<file path="config.mk">
export PLATFORM = sky130hd
export DESIGN_NAME = btb_predictor
export DESIGN_NICKNAME = d
export VERILOG_FILES = /design/src/rtl/btb_predictor.sv
export SDC_FILE = /design/constraint.sdc
export NUM_CORES = 2
export LEC_CHECK = 0
export BUFFER_PORTS_ARGS = -buffer_cell sky130_fd_sc_hd__buf_2
export CORE_ASPECT_RATIO = 1.1
export CORE_MARGIN = 3
export CORE_UTILIZATION = 55
export DETAILED_ROUTE_END_ITERATION = 8
export PLACE_DENSITY = 0.73
export REMOVE_ABC_BUFFERS = 1
export SLEW_MARGIN = 20
export SYNTH_ARGS = -nofsm -noshare
export SYNTH_HDL_FRONTEND = slang
export SYNTH_SLANG_ARGS = --single-unit
</file>
<file path="constraint.sdc">
create_clock -name clk -period 6.1 [get_ports clk]
set_input_delay 0.305 -clock clk [delete_from_list [all_inputs] [get_ports clk]]
set_output_delay 0.305 -clock clk [all_outputs]
set_load 0.005 [all_outputs]
</file>
<file path="src/rtl/btb_predictor.sv">
module btb_predictor #(
  parameter int IDX_BITS = 4,
  parameter int XLEN     = 32
) (
  input  logic            clk,
  input  logic            rst_n,
  input  logic [1:0]      pred_mode,
  input  logic [XLEN-1:0] fetch_pc,
  output logic [XLEN-1:0] fetch_next,
  output logic            fetch_taken,
  input  logic            dec_valid,
  input  logic            dec_is_cond,
  input  logic            dec_is_jal,
  input  logic [XLEN-1:0] dec_pc,
  input  logic [XLEN-1:0] dec_offset,
  output logic            dec_redirect,
  output logic [XLEN-1:0] dec_target,
  input  logic            upd_valid,
  input  logic [XLEN-1:0] upd_pc,
  input  logic [XLEN-1:0] upd_target,
  input  logic            upd_taken,
  input  logic [XLEN-1:0] upd_pred_next,
  output logic            mispredict,
  output logic [XLEN-1:0] resolve_next
);
  localparam int DEPTH = 1 << IDX_BITS;
  localparam logic [1:0] M_NONE = 2'd0, M_STATIC = 2'd1, M_HIST = 2'd2, M_TARGET = 2'd3;
  localparam logic [XLEN-1:0] STEP = XLEN'(4);

  logic [DEPTH-1:0] ent_vld;
  logic [XLEN-1:0]  ent_tag [DEPTH];
  logic [XLEN-1:0]  ent_tgt [DEPTH];
  logic [1:0]       ent_ctr [DEPTH];

  logic [IDX_BITS-1:0] f_idx, d_idx, u_idx;
  assign f_idx = fetch_pc[IDX_BITS+1:2];
  assign d_idx = dec_pc[IDX_BITS+1:2];
  assign u_idx = upd_pc[IDX_BITS+1:2];

  logic f_hit;
  assign f_hit       = ent_vld[f_idx] && (ent_tag[f_idx] == fetch_pc);
  assign fetch_taken = (pred_mode == M_TARGET) && f_hit && ent_ctr[f_idx][1];
  assign fetch_next  = fetch_taken ? ent_tgt[f_idx] : fetch_pc + STEP;

  logic stat_take, hist_take;
  assign stat_take    = dec_is_jal || (dec_is_cond && dec_offset[XLEN-1]);
  assign hist_take    = dec_is_jal || (dec_is_cond && ent_ctr[d_idx][1]);
  assign dec_target   = dec_pc + dec_offset;
  assign dec_redirect = dec_valid && (((pred_mode == M_STATIC) && stat_take) ||
                                      ((pred_mode == M_HIST) && hist_take));

  assign resolve_next = upd_taken ? upd_target : upd_pc + STEP;
  assign mispredict   = upd_valid && (resolve_next != upd_pred_next);

  logic       u_hit, u_write, u_ctr_en;
  logic [1:0] u_ctr, u_ctr_nxt;
  assign u_hit   = ent_vld[u_idx] && (ent_tag[u_idx] == upd_pc);
  assign u_ctr   = ent_ctr[u_idx];
  assign u_write = upd_valid && (pred_mode == M_TARGET) && (u_hit || upd_taken);

  always_comb begin
    if (upd_taken) u_ctr_nxt = (u_ctr == 2'd3) ? u_ctr : u_ctr + 2'd1;
    else           u_ctr_nxt = (u_ctr == 2'd0) ? u_ctr : u_ctr - 2'd1;
    if (pred_mode == M_HIST) u_ctr_en = upd_valid;
    else                     u_ctr_en = u_write;
  end

  always_ff @(posedge clk) begin
    if (!rst_n) begin
      ent_vld <= '0;
      for (int i = 0; i < DEPTH; i++) ent_ctr[i] <= 2'd1;
    end else begin
      if (u_write) ent_vld[u_idx] <= 1'b1;
      if (u_ctr_en) begin
        if (pred_mode == M_TARGET && !u_hit) ent_ctr[u_idx] <= 2'd2;
        else                                 ent_ctr[u_idx] <= u_ctr_nxt;
      end
    end
  end

  always_ff @(posedge clk) begin
    if (u_write) begin
      ent_tag[u_idx] <= upd_pc;
      ent_tgt[u_idx] <= upd_target;
    end
  end

  logic unused_none;
  assign unused_none = (M_NONE == 2'd0);
endmodule

</file>
==> reports/qor.yml <==
floorplan:
  die_area_um2: 94500
  core_area_um2: 89800
  initial_core_util_pct: 55.6
  io_pins: 300
  die_height_um: 322
  die_x_um: 293
  row_count: 115
sta:
  rsz0062_at_grt: "false"
  slew-limit-headroom_pct: 27.7
  fin_crit_sh_pct: 87.0
  setup-tns-final_ps: 0
  skew_ps: 44.2
  worst_pin_slew_ps: 1080
  fmax_mhz: 188
  drv_slew: 0
  final_hold_viol_count: 0
  post-route-min-period_ps: 5310
  setup_viol: 0
cts:
  cts_sinks: 1072
  post-cts-setup-buffer-count: 0
  clk-insertion-delay-late_ps: 680
  cts_made_buffers: 103
  cts-root-buf: "clkbuf_16"
  clkTransAtPathRegs_ps: 70
  clk_path_buf_depth: 3
  htreeDepth: 3
  cts_tree: "yes"
global_route:
  use_met1_pct: 41.4
  busiest_layer: "met2"
  grt_pass1_wl_um: 212000
  grt_max_degree: 90
  grt_pass1_vias: 30815
  antenna_found_initial: 9
  grt_use_met3_pct: 7.49
  grt_util_met2_pct: 50.0
  overflow: 0
  grt.total_usage_pct: 31.2
min_path:
  hp-class: "input pin to flip-flop"
  whs_endpoint: "ent_tgt[0][2]$_DFFE_PP_"
  hp-start: "upd_target[2]"
  whs_path_depth: 1
status:
  status: "completed"
pwr:
  power_frac_comb_pct: 9.8
  clkPwrFrac_pct: 39.0
  p_int_mw: 12.3
  power.switching_mw: 3.64
  p_total_mw: 15.9
  p_leak_nw: 18.4
  power_frac_seq_pct: 51.1
  power.density_nw_per_um2: 281
  netSwitchingFraction_pct: 22.9
  ir_worst_vdd_mv: 0.277
cells_and_area:
  layout.nets: 3350
  drive_gt1_share_pct: 31.7
  nFillCells: 6230
  area_delta_synth_final_pct: 13.3
  mostFrequentLayoutCell: "edfxtp_1"
  layout_common_cells: "edfxtp_1, mux4_2, buf_2, xnor2_1, nand2_1"
drt:
  antenna_left: 0
  drt_pass1_iterations: 7
  drt_iter0_markers: 4042
  via_count: 30317
  drt-wirelength-per-cell_um: 33.5
  viasPerCell: 6.94
  routed_wirelength_um: 146000
  route.detailed.drc: 0
setup_path:
  r2r_end: "ent_tgt[5][28]$_DFFE_PP_"
  crit_fanout: 31
  required_ps: 5790
  r2r_cells: 12
  reg2reg_slack_ps: 1180
  start_kind: "input pin"
  cp.arrival_ps: 5000
  critPathKind: "input pin to output pin"
  endpoint_kind: "output pin"
  r2r-start: "ent_tag[3][14]$_DFFE_PP_"
synth:
  syn-cell-area_um2: 49900
  ys_types: 73
  seq_area_frac_synth_pct: 64.1
  syn_inst: 2776
  avgSynthCellArea_um2: 18.0
  async_flop_share_pct: 0
  synth_ff_type: "edfxtp_1"
  synth_seq_cells: 1072
  synth_edf_count: 1056
  synth_warnings: 0
place:
  gp_congestion: 0.982
  port_buffers: 299
  hpwl_um: 95000
job:
  drv_cap: 0
## state kept, by name, indices dropped and copies added, names as in the netlist
| name | cells |
|---|---|
| ent_vld | 16 |
| ent_tag | 512 |
| ent_ctr | 32 |
| ent_tgt | 512 |
## Yosys cell counts, types with 4 or more instances
cell | number | area (um^2)
nand2_1 | 121 | 454
clkbuf_1 | 92 | 345
o211ai_1 | 12 | 90.1
mux2_2 | 25 | 282
nor2b_1 | 10 | 62.6
buf_2 | 55 | 275
ha_1 | 36 | 450
a211oi_1 | 11 | 82.6
a21oi_1 | 69 | 345
o22ai_1 | 9 | 56.3
a32o_1 | 16 | 160
or4_1 | 4 | 30.0
nor3_1 | 34 | 170
xnor2_1 | 125 | 1090
a221oi_1 | 14 | 123
dfxtp_1 | 16 | 320
and3_1 | 35 | 219
buf_4 | 7 | 52.6
o21bai_1 | 7 | 52.6
nand4_1 | 32 | 200
xor2_1 | 67 | 587
mux4_2 | 420 | 9460
a31oi_1 | 13 | 81.3
nor2_1 | 78 | 293
nand3b_1 | 5 | 37.5
o31ai_1 | 5 | 37.5
and2_1 | 9 | 56.3
o21a_1 | 5 | 37.5
edfxtp_1 | 1056 | 31700
buf_1 | 14 | 52.6
or3_1 | 4 | 25.0
o2111ai_1 | 5 | 43.8
a22oi_1 | 8 | 60.1
mux2i_1 | 86 | 861
buf_6 | 9 | 101
nand2b_1 | 11 | 68.8
inv_1 | 25 | 93.8
a21o_1 | 4 | 30.0
nor4_1 | 12 | 75.1
o21ai_0 | 87 | 435
nand3_1 | 61 | 305
a22o_1 | 19 | 166
## critical path, cell delays in order
cell,delay [ps]
buf_4,460
buf_4,450
and2_1,560
buf_4,320
nand2_1,240
xor2_1,680
o21ai_0,290
xor2_1,200
a211oi_1,180
o211ai_1,130
nor4_1,440
nand4_1,140
o41a_1,420
buf_2,130
## worst max-delay path by stage
| stage | startpoint | end | slack (ps) | depth (start not counted) |
|---|---|---|---|---|
| after floorplan | upd_pc[5] | ent_tag[15][0]$_DFFE_PP_ | -250 | 10 |
| after global placement | upd_pc[2] | ent_tgt[5][4]$_DFFE_PP_ | 540 | 14 |
| after detailed placement | upd_pc[2] | ent_tgt[5][4]$_DFFE_PP_ | 500 | 14 |
| after CTS | upd_pc[5] | mispredict | 850 | 13 |
| after global routing | upd_pc[4] | mispredict | 530 | 14 |
| final | upd_pc[4] | mispredict | 790 | 14 |
## logic make-up (layout without fill, tap and decap cells)
family / Yosys count / after routing / share of synthesized area [%]
multiplexers: 533 / 533 / 21.3
buffers and inverters: 205 / 624 / 1.89
XOR/XNOR: 192 / 192 / 3.37
flip-flops: 1072 / 1072 / 64.1
AND/OR/NAND/NOR: 430 / 430 / 4.24
other: 0 / 6 / 0
AO/OA/AOI/OAI: 305 / 305 / 4.06
adder cells (fa/ha/maj): 39 / 39 / 0.982
## power groups by stage
stage	clock [mW]	combinational, mW	sequential, mW
final	6.21	1.56	8.13
after global routing	6.54	1.65	8.13
after global placement	0	1.51	8.29
after floorplan	0	0.732	8.29
after CTS	6.26	1.55	8.13
after detailed placement	0	1.54	8.29
## what timing repair did
| item | CTS | global route |
|---|---|---|
| resized for setup | 0 | 0 |
| hold buffers | 7 | 0 |
| endpoints found under the hold margin | 61 | 0 |
## through the flow
stage	hold WS (ps)	instance area (um^2)	cells	setup WS, ps	util [%]
5_1_grt	32.4	56600	4369	531	63.0
2_1_floorplan	404	49100	2598	-254	-
3_5_place_dp	496	53300	4170	504	59.3
3_3_place_gp	481	53300	4170	535	59.3
4_1_cts	6.67	56600	4365	848	63.0
6_report	36.0	56600	4371	794	63.0
## cell type report
type | instances | area [um^2] | area share (%)
Multi-Input combinational cell | 1499 | 17100 | 30.2
Sequential cell | 1072 | 32000 | 56.6
Tap cell | 1170 | 1460 | 2.59
Timing Repair Buffer | 409 | 2680 | 4.73
Antenna cell | 6 | 15.0 | 0.0265
Clock buffer | 127 | 2690 | 4.75
Clock inverter | 61 | 542 | 0.957
Inverter | 27 | 101 | 0.179
## per-layer routing
metal	part of all wire, %	up-vias
met1	36	15671
met3	12	323
li1	-	12188
met4	4.5	0
met2	48	2135
met5	0	-
No activity file was read; power rests on OpenSTA's default activity.
